[config.mk]
export PLATFORM = sky130hd
export DESIGN_NAME = pclk_prescaler
export DESIGN_NICKNAME = d
export VERILOG_FILES = /design/src/rtl/pclk_pkg.sv /design/src/rtl/pclk_tap_div.sv /design/src/rtl/pclk_f2n_div.sv /design/src/rtl/pclk_sub_div.sv /design/src/rtl/pclk_prescaler.sv
export SDC_FILE = /design/constraint.sdc
export NUM_CORES = 1
export LEC_CHECK = 0
export CORE_UTILIZATION = 50
export CTS_CLUSTER_SIZE = 25
export DETAILED_ROUTE_END_ITERATION = 6
export DONT_BUFFER_PORTS = 1
export PLACE_DENSITY = 0.73
export REMOVE_ABC_BUFFERS = 1
export SLEW_MARGIN = 20
export SYNTH_ARGS = -nofsm -noshare
export SYNTH_HDL_FRONTEND = slang
export SYNTH_HIERARCHICAL = 1
export SYNTH_SLANG_ARGS = --single-unit
[constraint.sdc]
create_clock -name clk -period 1.8 [get_ports clk]
set_clock_uncertainty 0.1 [all_clocks]
set_input_delay 0 -clock clk [delete_from_list [all_inputs] [get_ports clk]]
set_output_delay 0 -clock clk [all_outputs]
set_load 0.02 [all_outputs]
[src/rtl/pclk_pkg.sv]
// Shared types and arithmetic for the peripheral clock prescaler.
package pclk_pkg;

  // Encoding of the f2n input selection.
  typedef enum logic [1:0] {
    F2N_PFC      = 2'd0,
    F2N_PFC_HALF = 2'd1,
    F2N_XIN      = 2'd2,
    F2N_OSC      = 2'd3
  } f2n_src_e;

  // True when the low 'lg' bits of a count are all ones, i.e. the tick
  // about to be counted completes a 2**lg period.
  function automatic logic tap_hit(input logic [7:0] cnt, input int unsigned lg);
    logic [7:0] mask;
    mask = 8'((1 << lg) - 1);
    return (cnt & mask) == mask;
  endfunction

  // Half-rate selection: a source tick counts only at odd parity.
  function automatic logic half_pick(input logic src, input logic parity);
    return src & parity;
  endfunction

endpackage

[src/rtl/pclk_tap_div.sv]
// Optional halving stage plus one shared free-running counter feeding the
// fixed taps and the A/D enable. Counts only advance on base ticks.
module pclk_tap_div #(
  parameter int TAP_W   = 5,  // log2 of the widest tap (32)
  parameter int MID_LOG = 3   // log2 of the middle tap (8)
) (
  input  logic clk,
  input  logic rst_n,
  input  logic src_tick,   // already gated by wait stop
  input  logic half_en,
  output logic half_tick,  // half-rate tick, always produced
  output logic t1,
  output logic t8,
  output logic t32,
  output logic tad
);
  import pclk_pkg::*;

  logic             parity;
  logic [TAP_W-1:0] cnt;
  logic             base_evt;
  logic             ad_evt;
  logic             hit_mid;
  logic             hit_top;

  assign half_tick = half_pick(src_tick, parity);
  assign base_evt  = half_en ? half_tick : src_tick;
  assign ad_evt    = half_en ? half_tick : src_tick;
  assign hit_mid   = tap_hit(8'(cnt), MID_LOG);
  assign hit_top   = tap_hit(8'(cnt), TAP_W);

  always_ff @(posedge clk) begin
    if (!rst_n) begin
      parity <= 1'b0;
      cnt    <= '0;
      t1     <= 1'b0;
      t8     <= 1'b0;
      t32    <= 1'b0;
      tad    <= 1'b0;
    end else begin
      if (src_tick) parity <= ~parity;
      if (base_evt) cnt <= cnt + 1'b1;
      t1  <= base_evt;
      t8  <= base_evt & hit_mid;
      t32 <= base_evt & hit_top;
      tad <= ad_evt;
    end
  end

  // widest tap always lands on the narrower ones
  p_f32_aligned_r5: assert property (@(posedge clk) disable iff (!rst_n)
    t32 |-> (t8 && t1));

  // with no source tick the shared state is frozen
  p_hold_idle_r9: assert property (@(posedge clk) disable iff (!rst_n)
    !src_tick |=> ($stable(cnt) && $stable(parity)));

  // in halved mode two consecutive source ticks never both count
  p_half_spacing_r3: assert property (@(posedge clk) disable iff (!rst_n)
    (half_tick) |=> ($changed(parity) || !$past(src_tick) || !parity));

endmodule

[src/rtl/pclk_f2n_div.sv]
// Programmable f2n divider: selectable input, ratio 2n, pass-through at n=0,
// count cleared whenever the setting changes.
module pclk_f2n_div #(
  parameter int CODE_W = 4
) (
  input  logic              clk,
  input  logic              rst_n,
  input  logic [1:0]        sel,
  input  logic [CODE_W-1:0] code,
  input  logic              pfc_tick,
  input  logic              half_tick,
  input  logic              xin_tick,
  input  logic              osc_tick,
  output logic              tick_out
);
  import pclk_pkg::*;

  localparam int CNT_W = CODE_W + 1;

  logic              in_evt;
  logic              cfg_chg;
  logic [1:0]        prev_sel;
  logic [CODE_W-1:0] prev_code;
  logic [CNT_W-1:0]  cnt;
  logic [CNT_W-1:0]  lim;
  logic              code_zero;

  always_comb begin
    case (f2n_src_e'(sel))
      F2N_PFC:      in_evt = pfc_tick;
      F2N_PFC_HALF: in_evt = half_tick;
      F2N_XIN:      in_evt = xin_tick;
      default:      in_evt = osc_tick;
    endcase
  end

  assign cfg_chg   = (sel != prev_sel) || (code != prev_code);
  assign code_zero = (code == '0);
  assign lim       = {code, 1'b0} - {{CODE_W{1'b0}}, 1'b1};

  always_ff @(posedge clk) begin
    if (!rst_n) begin
      prev_sel  <= '0;
      prev_code <= '0;
      cnt       <= '0;
      tick_out  <= 1'b0;
    end else begin
      prev_sel  <= sel;
      prev_code <= code;
      if (cfg_chg) begin
        cnt      <= '0;
        tick_out <= 1'b0;
      end else if (in_evt) begin
        if (code_zero) begin
          tick_out <= 1'b1;
        end else if (cnt == lim) begin
          cnt      <= '0;
          tick_out <= 1'b1;
        end else begin
          cnt      <= cnt + 1'b1;
          tick_out <= 1'b0;
        end
      end else begin
        tick_out <= 1'b0;
      end
    end
  end

  // count never runs past the programmed period
  p_cnt_in_range_r7: assert property (@(posedge clk) disable iff (!rst_n)
    (!cfg_chg && !code_zero) |-> (cnt <= lim));

  // a setting change clears the count and suppresses output
  p_clear_on_change_r8: assert property (@(posedge clk) disable iff (!rst_n)
    cfg_chg |=> (cnt == '0 && !tick_out));

  // every output tick is caused by a selected input tick
  p_out_needs_input_r6: assert property (@(posedge clk) disable iff (!rst_n)
    tick_out |-> $past(in_evt));

endmodule

[src/rtl/pclk_sub_div.sv]
// Sub-clock divider: counts sub ticks only while the sub clock runs.
module pclk_sub_div #(
  parameter int SUB_LOG = 5
) (
  input  logic clk,
  input  logic rst_n,
  input  logic sub_tick,
  input  logic running,
  output logic tick_out
);
  import pclk_pkg::*;

  logic [SUB_LOG-1:0] cnt;
  logic               evt;

  assign evt = sub_tick & running;

  always_ff @(posedge clk) begin
    if (!rst_n) begin
      cnt      <= '0;
      tick_out <= 1'b0;
    end else begin
      if (evt) cnt <= cnt + 1'b1;
      tick_out <= evt & tap_hit(8'(cnt), SUB_LOG);
    end
  end

  // output only follows a counted running sub tick
  p_c32_only_running_r11: assert property (@(posedge clk) disable iff (!rst_n)
    tick_out |-> ($past(sub_tick) && $past(running)));

  // stopped sub clock freezes the count
  p_c32_hold_r11: assert property (@(posedge clk) disable iff (!rst_n)
    !running |=> $stable(cnt));

endmodule

[src/rtl/pclk_prescaler.sv]
// Peripheral clock prescaler network: top level.
module pclk_prescaler #(
  parameter int TAP_W   = 5,
  parameter int MID_LOG = 3,
  parameter int CODE_W  = 4,
  parameter int SUB_LOG = 5
) (
  input  logic              clk,
  input  logic              rst_n,
  input  logic              src_tick,
  input  logic              xin_tick,
  input  logic              osc_tick,
  input  logic              sub_tick,
  input  logic              sub_running,
  input  logic              half_en,
  input  logic [1:0]        f2n_sel,
  input  logic [CODE_W-1:0] f2n_code,
  input  logic              wait_stop,
  input  logic              wait_mode,
  output logic              tick_f1,
  output logic              tick_f8,
  output logic              tick_f32,
  output logic              tick_ad,
  output logic              tick_f2n,
  output logic              tick_c32
);

  logic src_stopped;
  logic pfc_evt;
  logic half_evt;

  // Wait-stop gating of the peripheral source.
  assign src_stopped = wait_stop & wait_mode;
  assign pfc_evt     = src_tick & ~src_stopped;

  pclk_tap_div #(
    .TAP_W   (TAP_W),
    .MID_LOG (MID_LOG)
  ) u_taps (
    .clk       (clk),
    .rst_n     (rst_n),
    .src_tick  (pfc_evt),
    .half_en   (half_en),
    .half_tick (half_evt),
    .t1        (tick_f1),
    .t8        (tick_f8),
    .t32       (tick_f32),
    .tad       (tick_ad)
  );

  pclk_f2n_div #(
    .CODE_W (CODE_W)
  ) u_f2n (
    .clk       (clk),
    .rst_n     (rst_n),
    .sel       (f2n_sel),
    .code      (f2n_code),
    .pfc_tick  (pfc_evt),
    .half_tick (half_evt),
    .xin_tick  (xin_tick),
    .osc_tick  (osc_tick),
    .tick_out  (tick_f2n)
  );

  pclk_sub_div #(
    .SUB_LOG (SUB_LOG)
  ) u_sub (
    .clk      (clk),
    .rst_n    (rst_n),
    .sub_tick (sub_tick),
    .running  (sub_running),
    .tick_out (tick_c32)
  );

  // a stopped source yields silent fixed taps and A/D enable
  p_silent_when_stopped_r9: assert property (@(posedge clk) disable iff (!rst_n)
    $past(src_stopped) |-> (!tick_f1 && !tick_f8 && !tick_f32 && !tick_ad));

  // wait mode alone leaves the undivided tap running
  p_wait_alone_r10: assert property (@(posedge clk) disable iff (!rst_n)
    (wait_mode && !wait_stop && src_tick && !half_en) |=> tick_f1);

  // A/D enable never fires without the matching tap
  p_ad_with_f1_r4: assert property (@(posedge clk) disable iff (!rst_n)
    tick_ad |-> tick_f1);

endmodule

; Word level (Yosys, flattened, before mapping)
; Cells that the tools add are included.
[classes]
addsub = 4
multipliers = 0
div_mod_pow = 0
magnitude_cmp = 0
eq_ne = 8
shifts = 0
mux = 5
bitwise_logic = 12
n_reduce_logical = 6
[ops]
columns = op, n
row1 = adder 5 x 1 -> 5 bit (second input constant), 3
row2 = == test 5 bit (second input constant), 2
row3 = bitwise AND 1 bit, 7
row4 = == test 5 bit, 1
row5 = two-way mux 5 bit, 1
row6 = NOT 1 bit, 5
row7 = subtractor 5 x 1 -> 5 bit (second input constant), 1
row8 = logical NOT 4 bit, 1
row9 = != test 4 bit, 1
row10 = == test 3 bit (second input constant), 1
row11 = two-way mux 1 bit, 3
row12 = case mux 1 bit (3 select lines), 1
row13 = OR reduction 3 bit, 1
row14 = == test 2 x 1 -> 1 bit (second input constant), 1
row15 = == test 2 bit (second input constant), 1
row16 = logical NOT 2 bit, 1
row17 = != test 2 bit, 1
row18 = AND reduction 2 bit, 1
row19 = OR reduction 2 bit, 1
row20 = logical OR 1 bit, 1
[word_totals]
register_bits = 27
latchBits = 0
ramBits = 0
rom_bits = 0
out_inout_bits = 6
word_cells = 46
mem_count = 0

; Depth between registers and ports, before layout
[depth]
word_depth = 7
ltp_mapped = 6
ltp_nobuf = 6

; Cells and area by module
; The synthesis kept the hierarchy.
[modules_own_cells]
columns = module, n_inst, cells_per_inst, area_per_inst_um2
row1 = pclk_f2n_div, 1, 60, 625.6
row2 = pclk_tap_div, 1, 40, 381.6
row3 = pclk_sub_div, 1, 27, 256.5
row4 = pclk_prescaler, 1, 1, 11.3

; Worst setup path after synthesis
; No wires, ideal clock.
[synth_timing]
path_kind = flip-flop to flip-flop
startpoint = reg u_taps.parity
endpoint = reg u_f2n.cnt[1]
setup_ps = 126
arrival_ps = 1379
t_required_ps = 1574
setup_slack_ps = 195
path_stages_with_launch = 6
n_path_buf = 0
synth_period_minus_slack_ps = 1605
cell_sequence = dfxtp_1 -> and2_2 -> mux4_2 -> nand2_2 -> mux2i_1 -> nor3_2
[synth_between]
elab_chain_len = 3
[synth_rtl]
columns = element, line_no
row1 = "start, declared", pclk_tap_div.sv:19  ; logic parity;
row2 = "start signal, assigned", pclk_tap_div.sv:41  ; if (src_tick) parity <= ~parity;
row3 = bitwise AND 1 bit, pclk_pkg.sv:22  ; return src & parity;
row4 = net half_evt, pclk_prescaler.sv:30  ; logic half_evt;
row5 = case mux 1 bit (3 select lines), pclk_f2n_div.sv:29  ; case (f2n_src_e'(sel))
row6 = AND reduction 2 bit (no line), --
row7 = "end signal, assigned", pclk_f2n_div.sv:60  ; cnt <= cnt + 1'b1;
row8 = "end, declared", pclk_f2n_div.sv:24  ; logic [CNT_W-1:0] cnt;
; The timed path passes the listed nets, and every way through them passes these cells.
; A chain may end at the register's enable or synchronous reset.

; Worst setup path in the final report
[layout_timing]
startpoint = reg u_sub.cnt[0]
endpoint = reg u_sub.tick_out
[layout_between]
elab_chain_len = 2
[layout_rtl]
columns = element, line_no
row1 = "start, declared", pclk_sub_div.sv:13  ; logic [SUB_LOG-1:0] cnt;
row2 = "start signal, assigned", pclk_sub_div.sv:23  ; if (evt) cnt <= cnt + 1'b1;
row3 = == test 5 bit, pclk_pkg.sv:17  ; return (cnt & mask) == mask;
row4 = bitwise AND 1 bit, pclk_sub_div.sv:24  ; tick_out <= evt & tap_hit(8'(cnt), SUB_LOG);
row5 = "end signal, assigned", pclk_sub_div.sv:24
row6 = "end, declared", pclk_sub_div.sv:9  ; output logic tick_out
; No other way between the ends.

==> key figures <==
Status
  • Status: complete, no violations

Min path
  • Worst hold path class: in2reg
  • Hold Path Stages: 2
  • Hold path start: f2n_sel[1]
  • Worst Hold End: u_f2n/tick_out$_SDFF_PP0_

Timing
  • Sum Neg Setup Slack: 0 ps
  • RSZ-0062 raised after global routing: false
  • Hold Vio Cnt, Final: 0
  • Worst-Margin Slew: ~430 ps
  • # setup viols final: 0
  • Fmax: between 500 and 600 MHz
  • Max-slew violations: 0
  • Relative slew slack: 71.2%
  • Final period utilization: roughly 97%
  • Minimum clock period: ~1700 ps

Global routing
  • Tot GR Track Use: approximately a fifth
  • Met3 GRT Util: 7.54%
  • Largest net degree at the start of global routing: 16
  • Initial antenna violation count: 0
  • Vias in the first global route: 873
  • M1 GR Usage: slightly below 20%
  • Met2 usage: 30.4%
  • Gr ovfl total: 0
  • Gr busiest metal: met2
  • First-pass GRT wire length: 3.68 mm

Routing
  • Drt drc: 0
  • Routed len/inst: 12.7 µm
  • Final wirelength: 2.22 mm
  • Drt pass-1 iters: 4
  • Vias: 953
  • Vias/cell: around 5.4
  • Antenna-violating nets left: 0
  • Initial drt markers: 16

Synthesis
  • Sequential element share of the synthesized area: a little over two fifths
  • Avg Inst Size Synth: about 10 µm²
  • YS warnings: 6
  • Post-synth EDFFs: 0
  • Ys async rst share: 0%
  • Post-synth design cell area: roughly 1300 µm²
  • Netlist cell types: 35
  • FF+latch count, synth: 27
  • Mapped Cells: about 130
  • Most used DFF post-synth: dfxtp_1

Critical path
  • WP data arrival: 1880 ps
  • RR Endpoint: u_sub/tick_out$_SDFF_PN0_
  • Endpoint class of the critical path: flip-flop
  • Worst-path fanout max: 3
  • Worst Path Required: between 1500 and 2000 ps
  • Reg2reg setup slack: slightly above 50 ps
  • R2R depth: 6
  • Crit path kind: reg2reg
  • Startpoint types: flip-flop
  • Worst r2r src: u_sub/cnt[0]$_SDFFE_PN0P_

CTS
  • CTS tree: done
  • CTS buffer count: 3
  • Clk buf depth: 2
  • H-tree depth: 1
  • Postcts setup bufs: 0
  • Worst-path clk slew: around 140 ps
  • CTS Sinks: 27
  • CTS Root Cell: clkbuf_4
  • Worst skew pair latency: around 320 ps

Cells and area
  • ANT cells: 0
  • Final instance area: approximately 1500 µm²
  • Leading cell types in the layout, fill and taps excluded: 27 x dfxtp_1, 15 x dlygate4sd3_1, 10 x and2_1, 10 x xnor2_1
  • Share of cells above drive strength 1: a little over a tenth
  • Layout net count: about 170
  • Area grow syn2layout: 16.9%
  • Commonest non-fill, non-tap cell in the layout: dfxtp_1

Floorplan
  • Die height: about 52 µm
  • Initial Util: a little under three fifths
  • Boundary Pins: 22
  • Die Wd: approximately 52 µm
  • Num rows: 17
  • Area of the core: roughly 2300 µm²
  • Die footprint: roughly 2800 µm²

Placed design
  • Placer congestion estimate: just under 0.8
  • IO buf count: 0
  • DP Area: between 1000 and 1500 µm²
  • DP HPWL: around 1.5 mm

Power
  • Peak VDD IR: roughly 0.51 mV
  • Power Density: 681 nW/µm²
  • Total power: 1.01 mW
  • Leak: ~0.59 nW

Run
  • Max-cap violations: 0
per-layer routing:
metal	part of all wire (%)	wire (µm)
met4	2.8	63
met1	42	936
met5	0	0
met3	5.4	119
met2	50	1100
worst max path at each step:
stage,cells after the start,end,from
2_1_floorplan,5,u_f2n/cnt[1]$_SDFFE_PP0P_,u_taps/parity$_SDFFE_PN0P_
3_3_place_gp,5,u_f2n/cnt[1]$_SDFFE_PP0P_,u_taps/parity$_SDFFE_PN0P_
3_5_place_dp,5,u_f2n/cnt[1]$_SDFFE_PP0P_,u_taps/parity$_SDFFE_PN0P_
4_1_cts,6,u_sub/tick_out$_SDFF_PN0_,u_sub/cnt[0]$_SDFFE_PN0P_
5_1_grt,6,u_sub/tick_out$_SDFF_PN0_,u_sub/cnt[0]$_SDFFE_PN0P_
6_report,6,u_sub/tick_out$_SDFF_PN0_,u_sub/cnt[0]$_SDFFE_PN0P_
registers in the layout, summed over array words and instances, names as in the netlist:
register         flops
u_f2n/tick_out       1
u_f2n/prev_sel       2
u_taps/t32           1
u_f2n/prev_code      4
u_taps/parity        1
u_sub/cnt            5
u_sub/tick_out       1
u_taps/cnt           5
u_f2n/cnt            5
u_taps/t8            1
u_taps/tad           1
where the power goes:
group | internal [mW] | leakage, nW | switching [mW]
registers | 0.614 | 0.220 | 0.0129
logic | 0.0683 | 0.351 | 0.0606
clock network | 0.0834 | 0.0177 | 0.175
through the flow:
step           instances  utilization (%)  setup WS [ps]  hold slack, ps
6_report             175             64.9           51.1            11.4
4_1_cts              175             64.9           46.1            4.88
2_1_floorplan        126                -            195            13.8
3_5_place_dp         156             57.1            173            24.1
3_3_place_gp         156             57.1            219            23.0
5_1_grt              175             64.9           16.6            11.2
logic make-up after synthesis:
group	Yosys count	synth area share, %
muxes	2	2.55
adders and majority gates	7	6.87
xor gates and xnor gates	19	13.1
buffers and inverters	7	2.45
AOI/OAI and AO/OA	19	9.62
DFF	27	42.4
and+or+nand+nor	47	23.1
area by class of cell:
class                   count  area (µm²)
well taps                  28        35.0
clock buffers               3        22.5
repair buffers             17         165
inverters                   5        18.8
fillers                   186         807
clock inverters             1        5.00
multi-input cells          94         703
flip-flops and latches     27         541
synth_stat cells (3+ instances only):
cell / instances / area share, %
a21oi_1: 5 / 2.0
nand3_1: 9 / 3.5
dfxtp_1: 27 / 42
nor3_1: 5 / 2.0
o211ai_1: 3 / 1.8
and2_1: 10 / 4.9
ha_1: 7 / 6.9
inv_1: 4 / 1.2
and3_1: 4 / 2.0
nand2_1: 3 / 0.88
o21ai_0: 5 / 2.0
xor2_1: 9 / 6.2
xnor2_1: 10 / 6.9
nor2_1: 3 / 0.88
timing repair:
item / CTS / global route
hold endpoints to repair: 25 / 0
gates resized for setup: 0 / 0
hold buffers: 15 / 0
critical path, cell delays in order (launching register included):
cell	delay, ps
dfxtp_1	360
ha_1	210
and3_1	180
ha_1	170
nand2_1	60
nor2_1	40
dlygate4sd3_1	530
No activity file was read; power rests on OpenSTA's default activity.
